==> config.mk <==
export PLATFORM = sky130hd
export DESIGN_NAME = pgdram_ctl
export DESIGN_NICKNAME = d
export VERILOG_FILES = /design/src/rtl/pgdram_pkg.sv /design/src/rtl/pgdram_refresh.sv /design/src/rtl/pgdram_amux.sv /design/src/rtl/pgdram_seq.sv /design/src/rtl/pgdram_ctl.sv
export SDC_FILE = /design/constraint.sdc
export NUM_CORES = 1
export LEC_CHECK = 0
export CAP_MARGIN = 20
export CORE_MARGIN = 2
export CORE_UTILIZATION = 35
export DETAILED_ROUTE_END_ITERATION = 6
export PLACE_DENSITY = 0.61
export SYNTH_ARGS = -nofsm -noshare
export SYNTH_HDL_FRONTEND = slang
export SYNTH_SLANG_ARGS = --single-unit
==> constraint.sdc <==
create_clock -name clk -period 2.6 [get_ports clk]
set_input_delay 0.78 -clock clk [delete_from_list [all_inputs] [get_ports clk]]
set_output_delay 0.78 -clock clk [all_outputs]
set_load 0.02 [all_outputs]
==> src/rtl/pgdram_pkg.sv <==
`timescale 1ns/1ps
package pgdram_pkg;
  typedef enum logic [2:0] {
    ST_IDLE, ST_ACT, ST_OPEN, ST_CSU, ST_COL, ST_PRE, ST_RCAS, ST_RRAS
  } seq_st_t;

  typedef enum logic {AS_ROW, AS_COL} asel_t;
endpackage

==> src/rtl/pgdram_refresh.sv <==
`timescale 1ns/1ps
module pgdram_refresh #(
  parameter int REF_CYC   = 1560,
  parameter int MAX_DEFER = 4
) (
  input  logic clk,
  input  logic rst_n,
  input  logic take,
  output logic pend,
  output logic [$clog2(MAX_DEFER+1)-1:0] cnt_o
);
  localparam int TW = $clog2(REF_CYC + 1);
  localparam int CW = $clog2(MAX_DEFER + 1);
  localparam logic [TW-1:0] TICK_TOP = TW'(REF_CYC - 1);
  localparam logic [CW-1:0] CNT_TOP  = CW'(MAX_DEFER);

  logic [TW-1:0] tick_q, tick_d;
  logic [CW-1:0] cnt_q, cnt_d;
  logic          expire;

  assign expire = (tick_q == TICK_TOP);

  always_comb begin
    tick_d = expire ? '0 : tick_q + 1'b1;
    cnt_d  = cnt_q;
    if (expire && !take && cnt_q != CNT_TOP)
      cnt_d = cnt_q + 1'b1;
    else if (!expire && take && cnt_q != '0)
      cnt_d = cnt_q - 1'b1;
  end

  always_ff @(posedge clk or negedge rst_n) begin
    if (!rst_n) begin
      tick_q <= '0;
      cnt_q  <= '0;
    end else begin
      tick_q <= tick_d;
      cnt_q  <= cnt_d;
    end
  end

  assign pend  = (cnt_q != '0);
  assign cnt_o = cnt_q;
endmodule

==> src/rtl/pgdram_amux.sv <==
`timescale 1ns/1ps
module pgdram_amux
  import pgdram_pkg::*;
#(
  parameter int ROW_W = 10,
  parameter int COL_W = 10
) (
  input  logic [ROW_W+COL_W-1:0] addr,
  input  asel_t                  sel,
  output logic [((ROW_W > COL_W) ? ROW_W : COL_W)-1:0] a
);
  localparam int A_W = (ROW_W > COL_W) ? ROW_W : COL_W;

  always_comb begin
    if (sel == AS_ROW) a = A_W'(addr[ROW_W+COL_W-1:COL_W]);
    else               a = A_W'(addr[COL_W-1:0]);
  end
endmodule

==> src/rtl/pgdram_seq.sv <==
`timescale 1ns/1ps
module pgdram_seq
  import pgdram_pkg::*;
#(
  parameter int ROW_W  = 10,
  parameter int COL_W  = 10,
  parameter int LANE_W = 8,
  parameter int T_RCD  = 2,
  parameter int T_CAS  = 2,
  parameter int T_RP   = 2,
  parameter int T_RD   = 1
) (
  input  logic                     clk,
  input  logic                     rst_n,
  input  logic                     req_valid,
  output logic                     req_ready,
  input  logic                     req_we,
  input  logic [ROW_W+COL_W-1:0]   req_addr,
  input  logic [2*LANE_W-1:0]      req_wdata,
  input  logic [1:0]               req_be,
  input  logic                     ref_pend,
  output logic                     ref_take,
  output logic                     rsp_valid,
  output logic [2*LANE_W-1:0]      rsp_rdata,
  output asel_t                    asel,
  output logic [ROW_W+COL_W-1:0]   cur_addr,
  output logic                     ras_n,
  output logic                     casl_n,
  output logic                     cash_n,
  output logic                     we_n,
  output logic                     oe_n,
  output logic [2*LANE_W-1:0]      dq_out,
  output logic                     dq_oe,
  input  logic [2*LANE_W-1:0]      dq_in
);
  localparam int AW    = ROW_W + COL_W;
  localparam int DW    = 2 * LANE_W;
  localparam int T_REF = T_RCD + T_CAS;
  localparam int MAX_T = (T_REF > T_RP) ? T_REF : T_RP;
  localparam int CNT_W = $clog2(MAX_T + 1);

  seq_st_t          st_q, st_d;
  logic [CNT_W-1:0] cnt_q, cnt_d;
  logic [AW-1:0]    addr_q;
  logic [DW-1:0]    wdata_q, rdata_q;
  logic [1:0]       be_q;
  logic             we_q, held_q, held_d, rsp_q, rsp_d;
  logic             acc, hit, rd_smp;

  assign req_ready = ((st_q == ST_IDLE) || (st_q == ST_OPEN)) && !ref_pend;
  assign acc       = req_valid && req_ready;
  assign hit       = (req_addr[AW-1:COL_W] == addr_q[AW-1:COL_W]);
  assign rd_smp    = (st_q == ST_COL) && !we_q && (cnt_q == CNT_W'(T_RD - 1));

  // next-state process
  always_comb begin
    st_d   = st_q;
    cnt_d  = cnt_q;
    held_d = held_q;
    unique case (st_q)
      ST_IDLE: begin
        if (ref_pend) st_d = ST_RCAS;
        else if (acc) begin
          st_d  = ST_ACT;
          cnt_d = CNT_W'(T_RCD - 1);
        end
      end
      ST_ACT: begin
        if (cnt_q == '0) st_d = ST_CSU;
        else             cnt_d = cnt_q - 1'b1;
      end
      ST_CSU: begin
        st_d  = ST_COL;
        cnt_d = '0;
      end
      ST_COL: begin
        if (cnt_q == CNT_W'(T_CAS - 1)) st_d = ST_OPEN;
        else                            cnt_d = cnt_q + 1'b1;
      end
      ST_OPEN: begin
        if (ref_pend) begin
          st_d  = ST_PRE;
          cnt_d = CNT_W'(T_RP - 1);
        end else if (acc) begin
          if (hit) st_d = ST_CSU;
          else begin
            st_d   = ST_PRE;
            cnt_d  = CNT_W'(T_RP - 1);
            held_d = 1'b1;
          end
        end
      end
      ST_PRE: begin
        if (cnt_q != '0) cnt_d = cnt_q - 1'b1;
        else if (ref_pend) st_d = ST_RCAS;
        else if (held_q) begin
          st_d   = ST_ACT;
          cnt_d  = CNT_W'(T_RCD - 1);
          held_d = 1'b0;
        end else st_d = ST_IDLE;
      end
      ST_RCAS: begin
        st_d  = ST_RRAS;
        cnt_d = CNT_W'(T_REF - 1);
      end
      ST_RRAS: begin
        if (cnt_q == '0) begin
          st_d  = ST_PRE;
          cnt_d = CNT_W'(T_RP - 1);
        end else cnt_d = cnt_q - 1'b1;
      end
      default: st_d = ST_IDLE;
    endcase
    rsp_d = rd_smp;
  end

  // register process
  always_ff @(posedge clk or negedge rst_n) begin
    if (!rst_n) begin
      st_q    <= ST_IDLE;
      cnt_q   <= '0;
      held_q  <= 1'b0;
      rsp_q   <= 1'b0;
      addr_q  <= '0;
      wdata_q <= '0;
      be_q    <= '0;
      we_q    <= 1'b0;
      rdata_q <= '0;
    end else begin
      st_q   <= st_d;
      cnt_q  <= cnt_d;
      held_q <= held_d;
      rsp_q  <= rsp_d;
      if (acc) begin
        addr_q  <= req_addr;
        wdata_q <= req_wdata;
        be_q    <= req_be;
        we_q    <= req_we;
      end
      if (rd_smp) rdata_q <= dq_in;
    end
  end

  // strobe decode from the state register
  always_comb begin
    ras_n  = !((st_q == ST_ACT) || (st_q == ST_OPEN) || (st_q == ST_CSU) ||
               (st_q == ST_COL) || (st_q == ST_RRAS));
    casl_n = 1'b1;
    cash_n = 1'b1;
    if (st_q == ST_COL) begin
      casl_n = we_q ? !be_q[0] : 1'b0;
      cash_n = we_q ? !be_q[1] : 1'b0;
    end else if ((st_q == ST_RCAS) || (st_q == ST_RRAS)) begin
      casl_n = 1'b0;
      cash_n = 1'b0;
    end
    dq_oe = ((st_q == ST_CSU) || (st_q == ST_COL)) && we_q;
    we_n  = !dq_oe;
    oe_n  = !((st_q == ST_COL) && !we_q);
    asel  = ((st_q == ST_CSU) || (st_q == ST_COL)) ? AS_COL : AS_ROW;
  end

  assign ref_take  = (st_q == ST_RCAS);
  assign rsp_valid = rsp_q;
  assign rsp_rdata = rdata_q;
  assign cur_addr  = addr_q;
  assign dq_out    = wdata_q;
endmodule

==> src/rtl/pgdram_ctl.sv <==
`timescale 1ns/1ps
module pgdram_ctl
  import pgdram_pkg::*;
#(
  parameter int ROW_W     = 10,
  parameter int COL_W     = 10,
  parameter int LANE_W    = 8,
  parameter int T_RCD     = 2,
  parameter int T_CAS     = 2,
  parameter int T_RP      = 2,
  parameter int T_RD      = 1,
  parameter int CLK_MHZ   = 100,
  parameter int REF_CYC   = (CLK_MHZ * 156) / 10,
  parameter int MAX_DEFER = 4
) (
  input  logic                   clk,
  input  logic                   rst_n,
  input  logic                   req_valid,
  output logic                   req_ready,
  input  logic                   req_we,
  input  logic [ROW_W+COL_W-1:0] req_addr,
  input  logic [2*LANE_W-1:0]    req_wdata,
  input  logic [1:0]             req_be,
  output logic                   rsp_valid,
  output logic [2*LANE_W-1:0]    rsp_rdata,
  output logic [((ROW_W > COL_W) ? ROW_W : COL_W)-1:0] dram_a,
  output logic                   dram_ras_n,
  output logic                   dram_casl_n,
  output logic                   dram_cash_n,
  output logic                   dram_we_n,
  output logic                   dram_oe_n,
  output logic [2*LANE_W-1:0]    dram_dq_out,
  output logic                   dram_dq_oe,
  input  logic [2*LANE_W-1:0]    dram_dq_in
);
  localparam int CW = $clog2(MAX_DEFER + 1);

  logic                   rst_meta_q, rst_sync_q;
  logic                   ref_pend, ref_take;
  logic [CW-1:0]          ref_cnt;
  asel_t                  asel;
  logic [ROW_W+COL_W-1:0] cur_addr;

  // asynchronous assert, synchronous release
  always_ff @(posedge clk or negedge rst_n) begin
    if (!rst_n) begin
      rst_meta_q <= 1'b0;
      rst_sync_q <= 1'b0;
    end else begin
      rst_meta_q <= 1'b1;
      rst_sync_q <= rst_meta_q;
    end
  end

  pgdram_refresh #(.REF_CYC(REF_CYC), .MAX_DEFER(MAX_DEFER)) refresh_i (
    .clk(clk), .rst_n(rst_sync_q), .take(ref_take), .pend(ref_pend), .cnt_o(ref_cnt)
  );

  pgdram_seq #(
    .ROW_W(ROW_W), .COL_W(COL_W), .LANE_W(LANE_W),
    .T_RCD(T_RCD), .T_CAS(T_CAS), .T_RP(T_RP), .T_RD(T_RD)
  ) seq_i (
    .clk(clk), .rst_n(rst_sync_q),
    .req_valid(req_valid), .req_ready(req_ready), .req_we(req_we),
    .req_addr(req_addr), .req_wdata(req_wdata), .req_be(req_be),
    .ref_pend(ref_pend), .ref_take(ref_take),
    .rsp_valid(rsp_valid), .rsp_rdata(rsp_rdata),
    .asel(asel), .cur_addr(cur_addr),
    .ras_n(dram_ras_n), .casl_n(dram_casl_n), .cash_n(dram_cash_n),
    .we_n(dram_we_n), .oe_n(dram_oe_n),
    .dq_out(dram_dq_out), .dq_oe(dram_dq_oe), .dq_in(dram_dq_in)
  );

  pgdram_amux #(.ROW_W(ROW_W), .COL_W(COL_W)) amux_i (
    .addr(cur_addr), .sel(asel), .a(dram_a)
  );
endmodule

== Yosys cells after proc, flatten, opt, wreduce, memory -nomap -nowiden ==
Cells that the tools add are included.

* Bits in registers: 79
* Bits of input ports: 58
* Output and inout bits: 50
* Logic and storage cells: 119

* $add $sub $neg: 5
* Eq/ne operators: 28
* Multiplexer cells: 39
* Reduce and logical (&&, ||, !) cells: 34

{| class="wikitable"
|+ Operators with widths
! kind !! count
|-
| two-way mux 3 bit || 22
|-
| one-hot mux 3 bit (8 select lines) || 2
|-
| inequality test 2 bit (second input constant) || 7
|-
| == test 3 bit (second input constant) || 4
|-
| two-way mux 1 bit || 12
|-
| AND reduction 6 bit || 2
|-
| adder 11 x 1 -> 11 bit (second input constant) || 1
|-
| == test 11 bit (second input constant) || 1
|-
| two-way mux 11 bit || 1
|-
| == test 10 bit || 1
|-
| two-way mux 10 bit || 1
|-
| inequality test 2 x 1 -> 1 bit (second input constant) || 5
|-
| logical AND 1 bit || 9
|-
| zero test 1 bit || 9
|-
| inequality test 3 x 1 -> 1 bit (second input constant) || 3
|-
| AND reduction 8 bit || 1
|-
| logical OR 1 bit || 7
|-
| adder 3 x 1 -> 3 bit (second input constant) || 2
|-
| == test 3 x 1 -> 1 bit (second input constant) || 2
|-
| == test 3 x 2 -> 1 bit (second input constant) || 2
|-
| zero test 3 bit || 2
|-
| inequality test 3 bit (second input constant) || 2
|-
| nonzero test 3 bit || 2
|-
| subtractor 3 x 1 -> 3 bit (second input constant) || 2
|-
| 3 further kinds || 4
|}

== Logic depth before layout (Yosys ltp) ==
Gate-level depths: netlist (run 1).

* Depth in word-level cells: 7
* Depth in mapped cells: 9
* Mapped depth without buffers: 8

== Cells and area by module ==
Synthesis (run 1) repeated with hierarchy kept, for this count alone.

* Cell total of the unflattened synthesis: 315
* Area total of the unflattened synthesis: 3921.3 um^2

{| class="wikitable"
|+ Modules (own cells, without submodules)
! module !! instances !! cells an instance !! area an instance (um^2) !! sequential area each (um^2)
|-
| pgdram_seq || 1 || 230 || 2945.3 || 1576.5
|-
| pgdram_refresh || 1 || 71 || 760.7 || 350.3
|-
| pgdram_amux || 1 || 11 || 161.4 || 0.0
|-
| pgdram_ctl || 1 || 3 || 53.8 || 50.0
|}

== Least setup slack after synthesis (run 1) ==
No wires, ideal clock.

* Path type: reg-to-reg
* Start point: register refresh_i.tick_q[6]
* End point: register refresh_i.cnt_q[2], in the netlist refresh_i.cnt_o[2]
* Library setup time: 0.077 ns
* Arrival: 2.278 ns
* Required time: 2.523 ns
* Slack: 0.245 ns
* Cell stages (with the launch flop): 9
* Path buffers: 1
* Period minus slack after synthesis: 2.355 ns
* Cells stage by stage: dfrtp_1 -> or4b_4 -> nor3_4 -> buf_6 -> nand3_1 -> fa_1 -> nor4_1 -> a311oi_1 -> a21oi_1

* Cells in the longest elaborated chain, start to end: 5
* Elaborated cells on any way between the ends: 8
* Those cells by class: 1 x eq/ne; 1 x mux; 6 x reduce/logical

{| class="wikitable"
|+ Ends and longest elaborated chain
! item !! line !! RTL
|-
| start: declaration || pgdram_refresh.sv:17 || <nowiki>logic [TW-1:0] tick_q, tick_d;</nowiki>
|-
| start signal: assignment || pgdram_refresh.sv:37 || <nowiki>tick_q <= tick_d;</nowiki>
|-
| == test 11 bit (*) || pgdram_refresh.sv:21 || <nowiki>assign expire = (tick_q == TICK_TOP);</nowiki>
|-
| zero test 1 bit || pgdram_refresh.sv:28 || <nowiki>else if (!expire && take && cnt_q != '0)</nowiki>
|-
| logical AND 1 bit (2 in a row) || pgdram_refresh.sv:28 ||
|-
| nonzero test 2 bit (no source line) || - ||
|-
| end signal: assignment || pgdram_refresh.sv:38 || <nowiki>cnt_q <= cnt_d;</nowiki>
|-
| end: declaration || pgdram_refresh.sv:18 || <nowiki>logic [CW-1:0] cnt_q, cnt_d;</nowiki>
|}

Mark *: on every way between the ends. The rest lies on a longest branch, timed or not.
A chain may end at the register's enable or synchronous reset.

== Worst setup path in the final report (run 1) ==
* Start point: register seq_i.st_q[0]
* End point: output port dram_a[5] (netlist name)

* Cells in the longest elaborated chain, start to end: 4
* Elaborated cells on any way between the ends: 5
* Those cells by class: 2 x eq/ne; 2 x mux; 1 x reduce/logical

{| class="wikitable"
|+ Ends and longest elaborated chain
! item !! line !! RTL
|-
| start: declaration || pgdram_seq.sv:42 || <nowiki>seq_st_t st_q, st_d;</nowiki>
|-
| start signal: assignment || pgdram_seq.sv:130 || <nowiki>st_q <= st_d;</nowiki>
|-
| == test 3 x 2 -> 1 bit or == test 3 bit (tied branches) || pgdram_seq.sv:160 || <nowiki>asel = ((st_q == ST_CSU) || (st_q == ST_COL)) ? AS_COL : AS_ROW;</nowiki>
|-
| logical OR 1 bit (*) || pgdram_seq.sv:160 ||
|-
| two-way mux 1 bit (*) || pgdram_seq.sv:160 ||
|-
| two-way mux 10 bit (*) || pgdram_amux.sv:15 || <nowiki>if (sel == AS_ROW) a = A_W'(addr[ROW_W+COL_W-1:COL_W]);</nowiki>
|-
| end: declaration || pgdram_ctl.sv:26 || <nowiki>output logic [((ROW_W > COL_W) ? ROW_W : COL_W)-1:0] dram_a,</nowiki>
|}

Marks and branches as above.

==> results.json, run 1 <==
{
  "crit_family": "flip-flops",
  "cp_data_arrival_time_ps": 1860,
  "dominantRegCellSynth": "dfrtp_1",
  "clk_latency_ps": 350,
  "via_per_inst": 4.81,
  "synth_fp_nets": 401,
  "synth_cells": 336,
  "synth.distinct_cells": 50,
  "cts_sinks": 79,
  "cts_buffer_depth": 2,
  "use_met3_pct": 3.93,
  "max_cap_viol_count": 0,
  "synth_top_area_share_pct": 52.5,
  "ys_seq_area_share_pct": 52.5,
  "post-route-util_pct": 52.5,
  "cts_hold_buf": 0,
  "syn_area_per_cell_sq_um": 11.2,
  "violations": "setup timing",
  "drt_pass1_iterations": 4,
  "grt_max_degree": 78,
  "p_int_mw": 3.96,
  "fin_nets": 531,
  "grt_overflow": 0,
  "antenna_cells": 0,
  "cts_buffers": 9,
  "fin_area_sq_um": 5440,
  "crit_fanout": 8,
  "coreArea_sq_um": 10400,
  "antenna_found_initial": 0,
  "grtUsageTotal_pct": 15.3,
  "grt_busiest_layer": "met2",
  "place_area_sq_um": 5080,
  "yosysWarningCount": 0,
  "ys_ff_latch": 79,
  "fin_skew_ps": 9.64,
  "grt_pass1_wl_um": 14100,
  "hold_violations": 0,
  "hp-class": "reg2async",
  "cpPeakStageDelay_ps": 410,
  "antenna_left": 0,
  "grt_pass1_vias": 2996,
  "vias": 2918,
  "synth-edff-count": 0,
  "dieWidth_um": 108,
  "root_buffer": "clkbuf_8",
  "fin_ws_ps": -39.8,
  "status": "complete, but fails checks",
  "path_cells": "nand2b_4, nor2_4, a21o_1, buf_12, buf_4, mux2_4, buf_6",
  "routed_wl_um": 8530,
  "drt_iter0_drc": 100,
  "drive_above_1_share_pct": 24.4,
  "crit_type": "reg2out",
  "met2_usage_pct": 23.9,
  "switching_share_pct": 37.6,
  "use_met1_pct": 20.0,
  "cts_tree": "yes",
  "power.switching_mw": 2.39,
  "synth_top_cells_by_area": "dfrtp_1, mux2_2, nand2_1, xnor2_1, ha_1",
  "rows": 37,
  "die_area_sq_um": 11600,
  "max_freq_mhz": 379,
  "synth_common_cells": "dfrtp_1, nand2_1, mux2_2",
  "fin_crit_ps": 2640,
  "combPwrFrac_pct": 51.9,
  "pwr_density_cell_nw_per_um2": 1170,
  "dieHeight_um": 108,
  "cp-end-kind": "output pin",
  "crit_buf_inv": 3,
  "synthesis.area_sq_um": 3760,
  "dpl.hpwl_um": 6050,
  "port_buffers": 107,
  "htree_num_levels": 3,
  "p_clk_share_pct": 14.8,
  "io_pins": 108,
  "crit_path_top_delay_cell": "dfrtp_1",
  "period_share_pct": 102,
  "fin_hold_ws_ps": 157,
  "synth_most_common_cell": "dfrtp_1",
  "vdd_ir_drop_max_mv": 0.596,
  "drcViolationCount": 0,
  "drv_slew": 0,
  "initial_core_util_pct": 36.3,
  "power_frac_seq_pct": 33.3,
  "cp-start-kind": "flip-flop",
  "worstPathRequired_ps": 1820,
  "async_reset_ff_share_pct": 100,
  "cts.clk_slew.worst_paths_ps": 90,
  "synth.largest_area_cell": "dfrtp_1",
  "gp_congestion": 0.800,
  "rsz0062_at_grt": "yes",
  "setup_viol": 8,
  "syn2layout_area_growth_pct": 44.7,
  "wire_per_inst_um": 14.1,
  "p_leak_nw": 2.52
}
## stage by stage
step / setup WS (ps) / cells / power [mW] / TNS (ps)
2_1_floorplan: 237 / 336 / 3.84 / 0
3_3_place_gp: 13.2 / 581 / 5.15 / 0
3_5_place_dp: -47.3 / 581 / 5.19 / -363
4_1_cts: -85.4 / 602 / 6.12 / -415
5_1_grt: -117 / 607 / 6.78 / -990
6_report: -39.8 / 607 / 6.35 / -280
## worst reg2reg max path, cell delays in order (launching register included)
cell      delay [ps]
dfrtp_1          450
or4b_4           560
nor3_4           200
nand3_1          110
fa_1             440
nor4_1           290
a311oi_1          80
a21oi_1          120
## layout make-up
cell class | instances | area (sq um)
repair buffers | 133 | 1320
fillers | 963 | 4930
flip-flops and latches | 79 | 1980
multi-input cells | 231 | 1720
clock buffers | 9 | 124
clock inverters | 7 | 80.1
well taps | 136 | 170
inverters | 12 | 45.0
## repair_timing
action                                  in CTS  in global routing
endpoints found under the setup margin      15                 14
resized for setup                           49                 39
pin swaps                                    0                  1
buffers inserted                             5                  4
## logic make-up (layout without fill, tap and decap cells)
group,count (synthesis),after routing,share of synthesized area (%)
XOR/XNOR,21,21,5.09
other,1,1,0.0997
AO/OA/AOI/OAI,39,39,7.02
multiplexers,54,54,16.0
AND/OR/NAND/NOR,109,109,13.7
buffers and inverters,26,161,3.03
flip-flops,79,79,52.5
adder cells (fa/ha/maj),7,7,2.53
## state kept, by name, summed over array words and instances (netlist names), 2 cells and up
name              count
refresh_i.tick_q     11
seq_i.st_q            3
refresh_i.cnt_o       3
seq_i.cnt_q           3
seq_i.dq_out         16
seq_i.rsp_rdata      16
seq_i.be_q            2
seq_i.cur_addr       20
## path summary, 6_finish.rpt
path | from | end | slack, ps | cells past startpoint
max reg2reg | refresh_i.tick_q[6] | refresh_i.cnt_o[2] | 280 | 7
max | seq_i.st_q[0] | dram_a[5] | -40 | 7
min | rst_sync_q | seq_i.rsp_rdata[1] | 160 | 0
max in group asynchronous | rst_sync_q | seq_i.st_q[2] | 1850 | 1
min reg2reg | rst_sync_q | seq_i.rsp_rdata[1] | 160 | 0
min in group clk | rst_meta_q | rst_sync_q | 360 | 0
## cells in the final DEF (no fill, tap or decap), types with 2 or more instances in the layout
cell	instances
mux2i_1	5
mux2_4	8
buf_4	20
nand4b_1	3
a21oi_1	10
nand3_1	7
nand2_1	61
dfrtp_1	77
mux2_2	41
o21bai_1	2
o22ai_1	3
ha_1	6
nor2b_1	2
nor4_1	2
xnor2_1	13
dlygate4sd2_1	4
o21ai_0	7
inv_6	2
clkbuf_2	2
buf_12	2
clkbuf_8	9
buf_6	13
nand2b_1	3
clkdlybuf4s50_1	90
a21boi_0	2
nand4_1	5
nor2_1	14
inv_1	11
o31ai_1	2
xor2_1	7
## power groups by stage
stage	Clock, mW	Sequential, mW	Combinational (mW)
after global routing	1.02	2.20	3.56
after CTS	0.977	2.14	3.01
after global placement	0	2.13	3.02
after detailed placement	0	2.15	3.04
final	0.940	2.12	3.29
after floorplan	0	2.36	1.48
## layer usage
layer | up-vias | wire, um | part of all wire (%)
li1 | 1413 | - | -
met1 | 1436 | 3770 | 44
met2 | 58 | 4190 | 49
met3 | 11 | 405 | 4.7
met4 | 0 | 172 | 2.0
met5 | - | 0 | 0
No activity file was read; power rests on OpenSTA's default activity.
==> run 2: changes to the inputs <==
--- a/config.mk
+++ b/config.mk
@@ -10,6 +10,7 @@
 export CORE_UTILIZATION = 35
 export DETAILED_ROUTE_END_ITERATION = 6
 export PLACE_DENSITY = 0.61
+export SLEW_MARGIN = 40
 export SYNTH_ARGS = -nofsm -noshare
 export SYNTH_HDL_FRONTEND = slang
 export SYNTH_SLANG_ARGS = --single-unit
==> results.json, run 2 (synthesis results as in run 1) <==
{
  "cts_tree": "yes",
  "io_pins": 108,
  "power_mw": 6.56,
  "via_per_inst": 4.82,
  "gp_congestion": 0.800,
  "layout_commonest_cell": "clkdlybuf4s50_1",
  "cp-end-kind": "output pin",
  "placedCellCount": 583,
  "vdd_ir_drop_max_mv": 0.585,
  "routed_wl_um": 8880,
  "fin_crit_ps": 2650,
  "port_buffers": 107,
  "hold_violations": 0,
  "cts_buffer_depth": 2,
  "fin_skew_ps": 9.12,
  "crit_type": "reg2out",
  "fin_nets": 525,
  "cts_buffers": 9,
  "wire_per_inst_um": 14.8,
  "antenna_cells": 0,
  "crit_start": "seq_i.st_q[0]",
  "cpPeakStageDelay_ps": 420,
  "p_clk_share_pct": 18.6,
  "cts.clk_slew.worst_paths_ps": 80,
  "post-route-util_pct": 52.8,
  "root_buffer": "clkbuf_8",
  "fin_area_sq_um": 5470,
  "coreArea_sq_um": 10400,
  "mostFrequentLayoutCells": "clkdlybuf4s50_1, dfrtp_1, nand2_1",
  "violations": "setup timing",
  "place_area_sq_um": 5120,
  "die_area_sq_um": 11600,
  "dieWidth_um": 108,
  "grt_max_degree": 40,
  "max_cap_viol_count": 0,
  "pwr_density_cell_nw_per_um2": 1200,
  "drive_above_1_share_pct": 23.2,
  "vias": 2899,
  "p_int_mw": 4.19,
  "filler_cell_count": 964,
  "cp-start-kind": "flip-flop",
  "crit_family": "flip-flops",
  "largest_reg_flops": 20,
  "crit_fanout": 5,
  "period_share_pct": 102,
  "status": "complete, but fails checks",
  "cp_data_arrival_time_ps": 1870,
  "drv_slew": 0,
  "power.switching_mw": 2.37,
  "grt_overflow": 0,
  "dr_wl_met3_um": 485,
  "worstPathRequired_ps": 1820,
  "rsz0062_at_grt": "yes",
  "cts_sinks": 79,
  "combPwrFrac_pct": 48.8,
  "antenna_found_initial": 0,
  "drt_iter0_drc": 108,
  "critPathMostFrequentCell": "buf_6",
  "dieHeight_um": 108,
  "p_leak_nw": 2.53,
  "htree_num_levels": 3,
  "m1WireLength_um": 3960,
  "crit_buf_inv": 3,
  "worst-path-stages": 7,
  "setup_viol": 2,
  "grt_pass1_vias": 3020,
  "grtUsageTotal_pct": 15.8,
  "syn2layout_area_growth_pct": 45.4,
  "reg2reg_from": "refresh_i.tick_q[6]",
  "antenna_left": 0,
  "clk_latency_ps": 360,
  "dpl.hpwl_um": 6410,
  "drcViolationCount": 0,
  "hp-class": "reg2async",
  "max_freq_mhz": 378,
  "switching_share_pct": 36.2,
  "grt_pass1_wl_um": 14400,
  "path_cells": "nand2b_4, nor2_4, a21o_4, buf_12, buf_6, mux2_4, buf_6",
  "met2WireLength_um": 4180,
  "drt_pass1_iterations": 4,
  "power_frac_seq_pct": 32.5,
  "crit_path_top_delay_cell": "dfrtp_1",
  "ff2ff_setup_slack_ps": 280,
  "finalNonFillerCells": 601,
  "initial_core_util_pct": 36.3,
  "rows": 37,
  "fin_ws_ps": -45.8,
  "dr.max_layer_used": "met4",
  "r2r_cells": 7
}
## run 2: power by group through the flow
stage	clock network, mW	registers [mW]	logic (mW)
2_1_floorplan	0	2.36	1.48
3_3_place_gp	0	2.13	3.02
3_5_place_dp	0	2.13	3.08
4_1_cts	1.25	2.13	3.12
5_1_grt	1.29	2.21	3.45
6_report	1.22	2.13	3.20
## run 2: cell type report
type / instances / area, sq um / area share [%]
clock buffer: 11 / 141 / 2.58
tap: 136 / 170 / 3.11
timing repair buffer: 127 / 1270 / 23.3
multi-input combinational: 231 / 1730 / 31.6
clock inverter: 5 / 129 / 2.36
inverter: 12 / 45.0 / 0.823
sequential: 79 / 1980 / 36.2
## run 2: path summary, 6_finish.rpt
path	to
max in group asynchronous	seq_i.cnt_q[0]
min in group clk	rst_sync_q
worst min-delay path	seq_i.dq_out[9]
worst min register to register	seq_i.dq_out[9]
worst max-delay path	dram_a[8]
worst max register to register	refresh_i.cnt_o[2]
## run 2: metal layers
layer	global-route usage, %	vias up
met5	0	-
met4	8.61	0
met3	3.75	15
met2	24.6	77
met1	20.4	1411
li1	-	1396
## run 2: metrics by stage
stage	hold slack (ps)	TNS, ps	setup slack [ps]
3_3_place_gp	336	0	13.2
6_report	171	-90.3	-45.8
2_1_floorplan	331	0	237
4_1_cts	179	-250	-43.3
5_1_grt	189	-296	-99.8
3_5_place_dp	172	-325	-39.9
## run 2: repair_timing
item | CTS | global route
hold endpoints to repair | 0 | 0
buffers inserted | 2 | 0
gates resized for setup | 57 | 28
gates cloned | 1 | 0
endpoints found under the setup margin | 15 | 12
pin swaps | 0 | 1
hold buffers | 0 | 0
==> run 3: changes to the inputs <==
--- a/config.mk
+++ b/config.mk
@@ -10,6 +10,7 @@
 export CORE_UTILIZATION = 35
 export DETAILED_ROUTE_END_ITERATION = 6
 export PLACE_DENSITY = 0.61
+export SKIP_CTS_REPAIR_TIMING = 1
 export SLEW_MARGIN = 40
 export SYNTH_ARGS = -nofsm -noshare
 export SYNTH_HDL_FRONTEND = slang
==> results.json, run 3 (synthesis results as in run 1) <==
{
  "via_per_inst": 4.81,
  "dpl.hpwl_um": 6410,
  "dieWidth_um": 108,
  "fin_crit_ps": 2730,
  "fin_skew_ps": 9.59,
  "routed_wl_um": 8800,
  "period_share_pct": 105,
  "finalNonFillerCells": 605,
  "max_cap_viol_count": 0,
  "fin_hold_ws_ps": 171,
  "hp-class": "reg2async",
  "cp_data_arrival_time_ps": 1950,
  "hold_violations": 0,
  "cp-end-kind": "output pin",
  "mostFrequentLayoutCells": "clkdlybuf4s50_1, dfrtp_1, nand2_1",
  "port_buffers": 107,
  "vdd_ir_drop_max_mv": 0.658,
  "syn2layout_area_growth_pct": 46.9,
  "gp_congestion": 0.800,
  "post-route-util_pct": 53.3,
  "use_met3_pct": 3.87,
  "drv_slew": 0,
  "cts_buffer_depth": 2,
  "rsz0062_at_grt": "yes",
  "met2_usage_pct": 24.2,
  "use_met1_pct": 19.7,
  "drive_above_1_share_pct": 23.2,
  "grt_pass1_wl_um": 14200,
  "status": "complete, but fails checks",
  "cts.clk_slew.worst_paths_ps": 80,
  "grt_max_degree": 40,
  "vias": 2908,
  "initial_core_util_pct": 36.3,
  "filler_cell_count": 955,
  "pwr_density_cell_nw_per_um2": 1200,
  "crit_type": "reg2out",
  "cts_sinks": 79,
  "htree_num_levels": 3,
  "rows": 37,
  "grt_pass1_vias": 2990,
  "fin_ws_ps": -132,
  "cts_buffers": 9,
  "antenna_found_initial": 0,
  "power_mw": 6.64,
  "worstPathRequired_ps": 1820,
  "wire_per_inst_um": 14.5,
  "drt_pass1_iterations": 4,
  "p_leak_nw": 2.58,
  "drcViolationCount": 0,
  "die_area_sq_um": 11600,
  "root_buffer": "clkbuf_8",
  "fin_nets": 529,
  "grtUsageTotal_pct": 15.5,
  "setup_viol": 7,
  "max_freq_mhz": 366,
  "io_pins": 108,
  "antenna_cells": 0,
  "violations": "setup timing",
  "grt_busiest_layer": "met2",
  "dieHeight_um": 108,
  "crit_fanout": 7,
  "coreArea_sq_um": 10400,
  "tns_ps": -739,
  "drt_iter0_drc": 102,
  "cts_tree": "yes",
  "layout_commonest_cell": "clkdlybuf4s50_1",
  "cp-start-kind": "flip-flop",
  "largest_reg_flops": 20,
  "grt_overflow": 0,
  "antenna_left": 0,
  "placedCellCount": 583,
  "clk_latency_ps": 360
}
==> run 3: cell type report <==
cell class                 instances  area [sq um]  area share [%]
timing repair buffer             131          1350            24.4
clock buffer                      11           141            2.56
sequential                        79          1980            35.9
inverter                          12          45.0           0.815
clock inverter                     5           129            2.33
tap                              136           170            3.08
multi-input combinational        231          1710            30.9
==> run 3: power by group <==
group | switching, mW | internal, mW
registers | 0.387 | 1.74
logic | 1.53 | 1.77
clock network | 0.455 | 0.763
==> run 3: stage by stage <==
step                setup WS, ps  area, sq um
finish                      -132         5530
global route                -181         5530
CTS                         -449         5390
detailed placement         -39.9         5120
global placement            13.2         5080
floorplan                    237         3760
==> run 3: path summary, 6_finish.rpt <==
check,from,to,slack (ps),cells after the start
max,seq_i.st_q[2],dram_a[7],-130,8
min,rst_sync_q,seq_i.dq_out[9],170,0
max reg2reg,refresh_i.tick_q[6],refresh_i.cnt_o[2],280,7
min reg2reg,rst_sync_q,seq_i.dq_out[9],170,0
max in group asynchronous,rst_sync_q,seq_i.rsp_rdata[3],1760,2
min in group clk,rst_meta_q,rst_sync_q,360,0
==> run 3: metal layers <==
metal / part of all wire [%] / up-vias / routed length, um
li1: - / 1406 / -
met1: 45 / 1423 / 3970
met2: 47 / 64 / 4110
met3: 5.2 / 15 / 458
met4: 2.8 / 0 / 250
met5: 0 / - / 0
==> run 3: worst max-delay path, stage by stage, from the launching register on <==
cell      delay [ps]
dfrtp_2          460
nand2b_4         100
nor2_4            40
a21o_1           200
buf_12           150
buf_12           120
buf_12           110
mux2_4           290
buf_6            130
